**config.mk**
```make
export PLATFORM = sky130hd
export DESIGN_NAME = mac_unit
export DESIGN_NICKNAME = d
export VERILOG_FILES = /design/src/rtl/mac_pkg.sv /design/src/rtl/mac_operand_ext.sv /design/src/rtl/mac_mult.sv /design/src/rtl/mac_preshift.sv /design/src/rtl/mac_combine.sv /design/src/rtl/mac_unit.sv
export SDC_FILE = /design/constraint.sdc
export NUM_CORES = 1
export LEC_CHECK = 0
export ABC_AREA = 0
export CAP_MARGIN = 25
export CORE_ASPECT_RATIO = 1.25
export CORE_MARGIN = 2
export CORE_UTILIZATION = 40
export DETAILED_ROUTE_END_ITERATION = 16
export DONT_BUFFER_PORTS = 1
export SYNTH_ARGS = -nofsm -noshare
export SYNTH_HDL_FRONTEND = slang
export SYNTH_SLANG_ARGS = --single-unit
```
**constraint.sdc**
```tcl
create_clock -name clk -period 0.9 [get_ports clk]
set_input_delay 0.18 -clock clk [delete_from_list [all_inputs] [get_ports clk]]
set_output_delay 0.18 -clock clk [all_outputs]
set_load 0.05 [all_outputs]
```
**src/rtl/mac_pkg.sv**
```systemverilog
package mac_pkg;

    typedef enum logic [1:0] {
        SGN_SS  = 2'b00,
        SGN_SU  = 2'b01,
        SGN_UU  = 2'b10,
        SGN_UU2 = 2'b11
    } sign_mode_e;

    typedef enum logic [1:0] {
        SHF_NONE  = 2'b00,
        SHF_ONE   = 2'b01,
        SHF_LONG  = 2'b10,
        SHF_NONE2 = 2'b11
    } shift_sel_e;

    // Operand index constants used by the extension generate loop.
    localparam int unsigned OPND_A = 0;
    localparam int unsigned OPND_B = 1;
    localparam int unsigned OPND_N = 2;

endpackage

```
**src/rtl/mac_operand_ext.sv**
```systemverilog
// Widens a raw operand by one bit so that signed and unsigned values
// share one signed multiplier.
module mac_operand_ext #(
    parameter int unsigned OP_W = 16
) (
    input  logic [OP_W-1:0]   raw,
    input  logic              is_signed,
    output logic signed [OP_W:0] ext
);
    logic top_bit;

    always_comb begin
        top_bit = is_signed & raw[OP_W-1];
        ext     = $signed({top_bit, raw});
    end
endmodule

```
**src/rtl/mac_mult.sv**
```systemverilog
// Signed (OP_W+1) x (OP_W+1) multiply, resized to ACC_W with sign extension.
module mac_mult #(
    parameter int unsigned OP_W  = 16,
    parameter int unsigned ACC_W = 40
) (
    input  logic signed [OP_W:0] a_ext,
    input  logic signed [OP_W:0] b_ext,
    output logic [ACC_W-1:0]     prod
);
    localparam int unsigned PW = 2 * OP_W + 2;

    logic signed [PW-1:0] a_w;
    logic signed [PW-1:0] b_w;
    logic signed [PW-1:0] p_full;

    always_comb begin
        a_w    = $signed({{(PW-OP_W-1){a_ext[OP_W]}}, a_ext});
        b_w    = $signed({{(PW-OP_W-1){b_ext[OP_W]}}, b_ext});
        p_full = a_w * b_w;
    end

    generate
        if (ACC_W > PW) begin : g_widen
            assign prod = {{(ACC_W-PW){p_full[PW-1]}}, p_full};
        end else begin : g_trunc
            assign prod = p_full[ACC_W-1:0];
        end
    endgenerate
endmodule

```
**src/rtl/mac_preshift.sv**
```systemverilog
// Selects the unshifted, 1-bit or long arithmetic right shift of the addend.
module mac_preshift #(
    parameter int unsigned ACC_W   = 40,
    parameter int unsigned LONG_SH = 16
) (
    input  logic [ACC_W-1:0]  value,
    input  mac_pkg::shift_sel_e sel,
    output logic [ACC_W-1:0]  shifted
);
    import mac_pkg::*;

    logic [ACC_W-1:0] sh_one;
    logic [ACC_W-1:0] sh_long;

    always_comb begin
        sh_one  = {value[ACC_W-1], value[ACC_W-1:1]};
        sh_long = {{LONG_SH{value[ACC_W-1]}}, value[ACC_W-1:LONG_SH]};
        unique case (sel)
            SHF_ONE:  shifted = sh_one;
            SHF_LONG: shifted = sh_long;
            default:  shifted = value;
        endcase
    end
endmodule

```
**src/rtl/mac_combine.sv**
```systemverilog
// Adds or subtracts the product, wrapping modulo 2^ACC_W.
module mac_combine #(
    parameter int unsigned ACC_W = 40
) (
    input  logic [ACC_W-1:0] acc_in,
    input  logic [ACC_W-1:0] prod,
    input  logic             subtract,
    output logic [ACC_W-1:0] sum
);
    logic [ACC_W-1:0] prod_sel;

    always_comb begin
        prod_sel = subtract ? ~prod : prod;
        sum      = acc_in + prod_sel + {{(ACC_W-1){1'b0}}, subtract};
    end
endmodule

```
**src/rtl/mac_unit.sv**
```systemverilog
module mac_unit #(
    parameter int unsigned OP_W    = 16,
    parameter int unsigned ACC_W   = 40,
    parameter int unsigned LONG_SH = 16
) (
    input  logic             clk,
    input  logic             rst_n,
    input  logic             in_valid,
    input  logic [OP_W-1:0]  op_a,
    input  logic [OP_W-1:0]  op_b,
    input  logic [ACC_W-1:0] addend,
    input  logic [1:0]       sign_mode,
    input  logic             sub_en,
    input  logic [1:0]       pre_shift,
    output logic             out_valid,
    output logic [ACC_W-1:0] result
);
    import mac_pkg::*;

    typedef struct packed {
        logic             vld;
        logic [ACC_W-1:0] res;
    } out_state_t;

    out_state_t state_d;
    out_state_t state_q;

    sign_mode_e mode_sel;
    shift_sel_e shift_sel;
    logic [OPND_N-1:0]    opnd_signed;
    logic [OP_W-1:0]      opnd_raw [OPND_N];
    logic signed [OP_W:0] opnd_ext [OPND_N];
    logic [ACC_W-1:0]     prod_w;
    logic [ACC_W-1:0]     acc_shifted;
    logic [ACC_W-1:0]     merged;

    always_comb begin
        mode_sel  = sign_mode_e'(sign_mode);
        shift_sel = shift_sel_e'(pre_shift);
        unique case (mode_sel)
            SGN_SS:  opnd_signed = 2'b11;
            SGN_SU:  opnd_signed = 2'b01;
            default: opnd_signed = 2'b00;
        endcase
        opnd_raw[OPND_A] = op_a;
        opnd_raw[OPND_B] = op_b;
    end

    for (genvar gi = 0; gi < OPND_N; gi++) begin : g_ext
        mac_operand_ext #(.OP_W(OP_W)) ext_i (
            .raw       (opnd_raw[gi]),
            .is_signed (opnd_signed[gi]),
            .ext       (opnd_ext[gi])
        );
    end

    mac_mult #(.OP_W(OP_W), .ACC_W(ACC_W)) mult_i (
        .a_ext (opnd_ext[OPND_A]),
        .b_ext (opnd_ext[OPND_B]),
        .prod  (prod_w)
    );

    mac_preshift #(.ACC_W(ACC_W), .LONG_SH(LONG_SH)) shift_i (
        .value   (addend),
        .sel     (shift_sel),
        .shifted (acc_shifted)
    );

    mac_combine #(.ACC_W(ACC_W)) comb_i (
        .acc_in   (acc_shifted),
        .prod     (prod_w),
        .subtract (sub_en),
        .sum      (merged)
    );

    always_comb begin
        state_d     = state_q;
        state_d.vld = in_valid;
        if (in_valid) begin
            state_d.res = merged;
        end
    end

    always_ff @(posedge clk or negedge rst_n) begin
        if (!rst_n) begin
            state_q <= '0;
        end else begin
            state_q <= state_d;
        end
    end

    assign out_valid = state_q.vld;
    assign result    = state_q.res;
endmodule

```
== After elaboration in Yosys (flattened, before gate mapping) ==
Cells that the tools add are included.

* Register bits: 41
* Input bits: 80
* Output and inout port bits: 41
* Word-level logic and storage cells: 15

* $add $sub $neg: 2
* Multiply operators: 1
* Eq/ne operators: 3
* Muxes and demuxes: 3
* Bitwise logic cells: 3
* Reduce and logical (&&, ||, !) cells: 1

{| class="wikitable"
|+ Operator list
! operator !! count
|-
| 39-bit one-hot mux with 2 select lines || 1
|-
| 40-bit by 1-bit adder with 40-bit output || 1
|-
| 40-bit adder || 1
|-
| 40-bit 2-to-1 mux || 1
|-
| 40-bit NOT || 1
|-
| 17-bit by 17-bit multiplier with 34-bit output || 1
|-
| 2-bit by 1-bit == test with 1-bit output (second input constant) || 2
|-
| 2-bit one-hot mux with 2 select lines || 1
|-
| 1-bit bitwise AND || 2
|-
| 2-bit == test (second input constant) || 1
|-
| 2-bit zero test || 1
|}

== Depth between registers and ports, before layout ==
* Depth after elaboration: 8
* Gate-level depth with buffers: 37
* Depth with buffers taken out: 35

== Cells and area by module ==
A second synthesis with hierarchy kept.

* Cells, all modules: 1838
* Area, all modules: 16414.5 um^2

{| class="wikitable"
|+ By module, submodules not included
! module !! instances !! cells an instance !! area an instance (um^2) !! sequential area each (um^2)
|-
| mac_mult || 1 || 1194 || 10998.0 || 0.0
|-
| mac_combine || 1 || 380 || 2820.2 || 0.0
|-
| mac_unit || 1 || 87 || 1529.0 || 1026.0
|-
| mac_preshift || 1 || 141 || 799.5 || 0.0
|-
| mac_operand_ext || 2 || 18 || 133.9 || 0.0
|}

== Worst setup path after synthesis ==
No wires, ideal clock.

* Path kind: input to register
* From: input op_b[5]
* To: register state_q, in the netlist result[39]
* Setup time: 69 ps
* Arrival: 8043 ps
* Data required time: 831 ps
* Path slack: -7212 ps
* Cell stages on the path: 34
* Buffers on the path: 3
* Path through: clkbuf_1 clkbuf_1 nand2_1 fa_1 inv_1 fa_1 inv_1 fa_1 inv_1 fa_1 inv_1 fa_1 inv_1 fa_1 ha_1 clkbuf_1 nand2_1 o21ai_0 nor2_1 o21ai_0 a21oi_1 o21ai_0 a21o_1 a21o_1 a2111oi_0 nor3_1 ha_1 and3_1 nand4_1 o31a_1 or3_1 a311o_1 or3_1 nand3_1

* Word-level cells in the longest chain between the ends: 5

{| class="wikitable"
|+ RTL lines
! element !! RTL line !! text
|-
| start, declared || mac_unit.sv:10 || <nowiki>input logic [OP_W-1:0] op_b,</nowiki>
|-
| 17-bit by 17-bit multiplier with 34-bit output * || mac_mult.sv:19 || <nowiki>p_full = a_w * b_w;</nowiki>
|-
| 40-bit NOT || mac_combine.sv:13 || <nowiki>prod_sel = subtract ? ~prod : prod;</nowiki>
|-
| 40-bit 2-to-1 mux * || mac_combine.sv:13 ||
|-
| 40-bit adder * || mac_combine.sv:14 || <nowiki>sum = acc_in + prod_sel + {{(ACC_W-1){1'b0}}, subtract};</nowiki>
|-
| 40-bit by 1-bit adder with 40-bit output * || mac_combine.sv:14 ||
|-
| end signal, assigned || mac_unit.sv:88 || <nowiki>state_q <= state_d;</nowiki>
|-
| end, declared || mac_unit.sv:26 || <nowiki>out_state_t state_q;</nowiki>
|}

Mark *: on every way between the ends. The rest lies on a longest branch, timed or not.
A chain may end at the register's enable or synchronous reset.

== Worst setup path after layout ==
* From: input sign_mode[1]
* To: register state_q, in the netlist result[39]

* Word-level cells in the longest chain between the ends: 8
* Elaborated cells between the ends (all ways): 10
* Those cells by class: add/sub: 2; mul: 1; eq/ne: 1; mux: 2; bitwise: 3; reduce/logical: 1

{| class="wikitable"
|+ RTL lines
! element !! RTL line !! text
|-
| start, declared || mac_unit.sv:12 || <nowiki>input logic [1:0] sign_mode,</nowiki>
|-
| 2-bit by 1-bit == test with 1-bit output / 2-bit zero test (equally long branches) || mac_unit.sv:40 || <nowiki>unique case (mode_sel)</nowiki>
|-
| 2-bit one-hot mux with 2 select lines * || mac_unit.sv:40 ||
|-
| 1-bit bitwise AND || mac_operand_ext.sv:13 || <nowiki>top_bit = is_signed & raw[OP_W-1];</nowiki>
|-
| 17-bit by 17-bit multiplier with 34-bit output * || mac_mult.sv:19 ||
|-
| 40-bit NOT || mac_combine.sv:13 ||
|-
| 40-bit 2-to-1 mux * || mac_combine.sv:13 ||
|-
| 40-bit adder * || mac_combine.sv:14 ||
|-
| 40-bit by 1-bit adder with 40-bit output * || mac_combine.sv:14 ||
|}

Marked as above.

==> flow_metrics.env <==
export IMPL_status="finished with violations"
export IMPL_violations="hold timing, setup timing"
export IMPL_start_util_pct=40.3
export IMPL_critPathMaxFanout=4
export IMPL_postSynth_asyncResetShare_pct=100
export IMPL_hold_viol=41
export IMPL_synth_xor_area_share_pct=5.87
export IMPL_drtPass1Iterations=5
export IMPL_maxSlewViolCount=0
export IMPL_ys_warn_count=0
export IMPL_rsz0062_at_grt="true"
export IMPL_layout_common_cells="339 x inv_1, 291 x fa_1, 285 x buf_4"
export IMPL_fillers=3388
export IMPL_synth_compound_area_share_pct=12.3
export IMPL_path_common_cell="fa_1"
export IMPL_r2r_cells=3
export IMPL_globalplace_congestion=0.890
export IMPL_dieArea_mm2=0.0410
export IMPL_synth_mux_area_share_pct=2.33
export IMPL_cts_root_buf="clkbuf_16"
export IMPL_clk_pin_slew_ps=70
export IMPL_clk_latency_ps=300
export IMPL_grt_ovfl_total=0
export IMPL_cp_end_kind="flop"
export IMPL_hpwl_um=35800
export IMPL_min_path_type="primary input to async pin"
export IMPL_cts_tree="yes"
export IMPL_slowest_stage="fa_2"
export IMPL_synthSimpleGateAreaFrac_pct=14.9
export IMPL_wl_per_cell_um=17.2
export IMPL_grt_max_degree=52
export IMPL_skew_ps=0
export IMPL_clock_sink_count=41
export IMPL_antenna_found_initial=0
export IMPL_synth_edf_count=0
export IMPL_synth_seq_area_share_pct=6.52
export IMPL_fin_ws_ps=-6480
export IMPL_rows=81
export IMPL_fin_crit_ps=7380
export IMPL_postRouteAntennaNets=0
export IMPL_grt_pass1_wl_um=74900
export IMPL_cts_buffer_depth=2
export IMPL_ys_ff_latch=41
export IMPL_synth_top_area_share_pct=37.8
export IMPL_htree_levels=2
export IMPL_synth_area_mm2=0.0157
export IMPL_syn_to_final_growth_pct=33.0
export IMPL_drv_cap=0
export IMPL_netlist_instances=1812
export IMPL_worstPathArrival_ps=7620
export IMPL_avgViaCountPerCell=5.11
export IMPL_criticalPathCategory="primary input to flop"
export IMPL_antenna_cells=0
export IMPL_track_usage_pct=22.7
export IMPL_final_setup_viol_count=81
export IMPL_die_w_um=181
export IMPL_timing_fmax_ghz=0.136
export IMPL_layout_nets=2608
export IMPL_drt_initial_drc_count=612
export IMPL_layout_drive_gt1_share_pct=31.2
export IMPL_grt_pass1_vias=14561
export IMPL_cp_slowest_stage_delay_ps=560
export IMPL_worstMarginPinSlew_ps=700
export IMPL_layout_worst_path_cycle_share_pct=820
export IMPL_relSlewSlack_pct=53.4
export IMPL_core_area_mm2=0.0390
export IMPL_drc_errors=0
export IMPL_whs_ps=-436
export IMPL_io_pins=121
export IMPL_vias=13319
export IMPL_wirelength_um=44900
export IMPL_critPathLaunchType="primary input"
export IMPL_synth_top_family_by_area="adder cells"
export IMPL_postCtsHoldBufs=1
export IMPL_syn_avg_cell_area_um2=8.69
export IMPL_yosys_cell_types_count=67
export IMPL_synthAdderAreaFrac_pct=47.6
export IMPL_portBuffers=0
export IMPL_required_ps=1140
export IMPL_layout_commonest_cell="inv_1"
export IMPL_yosys_area_top_type="fa_1"
export IMPL_postSynthNetCount=2313
export IMPL_numCtsBuffers=5
export IMPL_pre_cts_ws_ps=-6920
export IMPL_ys_flop_type="dfrtp_1"
export IMPL_yosys_top_cells_area="fa_1 38%, ha_1 9.9%, inv_1 8.7%, dfrtp_1 6.5%, nand2_1 5.3%"
export IMPL_die_h_um=226
flip-flops by register name, indices dropped and copies added, names as in the netlist:
signal,count
result,40
out_valid,1
kinds of logic (layout without fill, tap and decap cells):
family,after synthesis,count (layout)
buffers and inverters,438,733
AND/OR/NAND/NOR,480,480
XOR/XNOR,100,100
flip-flops,41,41
multiplexers,33,33
AO/OA/AOI/OAI,299,299
adder cells (fa/ha/maj),421,421
critical path: cells and delay by family:
| family | cells | cell delay (ps) |
|---|---|---|
| adders and majority gates | 8 | 3560 |
| AOI/OAI and AO/OA | 13 | 2110 |
| and+or+nand+nor | 9 | 1540 |
| buffers and inverters | 3 | 150 |
| xor gates and xnor gates | 1 | 90 |
repair_timing:
action	in CTS	in global routing
setup buffers	36	29
gates resized for setup	142	124
pin swaps	83	72
hold endpoints to repair	50	41
endpoints found under the setup margin	81	82
worst paths after layout:
| check | slack, ps | to | from |
|---|---|---|---|
| worst max register to register | -100 | result[3] | result[3] |
| max in group asynchronous | 1220 | result[31] | rst_n |
| min in group clk | 40 | result[34] | in_valid |
| worst max-delay path | -6480 | result[39] | sign_mode[1] |
| worst min register to register | 530 | result[31] | result[31] |
| worst min-delay path | -440 | result[9] | rst_n |
stage by stage:
step / hold slack [ps] / TNS (ps) / area (µm²) / instances / util [%]
floorplan: -116 / -187170 / 16700 / 1812 / -
global placement: -114 / -202000 / 19200 / 2544 / 49.2
detailed placement: -114 / -203690 / 19200 / 2544 / 49.2
CTS: -440 / -196070 / 20200 / 2587 / 51.8
global route: -442 / -205310 / 20900 / 2605 / 53.7
finish: -436 / -196030 / 20900 / 2605 / 53.7
synth_stat cells (9+ instances only):
cell      count
o21bai_1     10
dfrtp_1      41
and3_1       13
xnor2_1      61
or2_2        12
fa_1        297
mux2_2       29
ha_1        124
inv_1       363
a21o_1       40
nand3_1      17
o21ai_0      65
nor2_1       43
xor2_1       35
clkbuf_1     63
and2_1      122
a22oi_1      26
a21oi_1      88
a31oi_1       9
nand2_1     222
cell type report:
| class | instances | area (µm²) | share of cell area [%] |
|---|---|---|---|
| inverter | 363 | 1390 | 6.63 |
| sequential | 41 | 1030 | 4.90 |
| tap | 498 | 623 | 2.98 |
| timing repair buffer | 363 | 3110 | 14.9 |
| clock buffer | 7 | 143 | 0.681 |
| multi-input combinational | 1333 | 14600 | 70.0 |
layer usage:
metal | GRT usage [%] | vias to the layer above | part of all wire, % | routed length (µm)
met4 | 5.22 | 0 | 1.9 | 836
met1 | 29.4 | 6642 | 42 | 19000
met2 | 40.3 | 339 | 51 | 22800
met5 | 0 | - | 0 | 0
met3 | 3.10 | 56 | 5.1 | 2300
li1 | - | 6282 | - | -
Power is not shown: default switching activity piles up to over one toggle a cycle in this logic, so the estimate is an artifact.
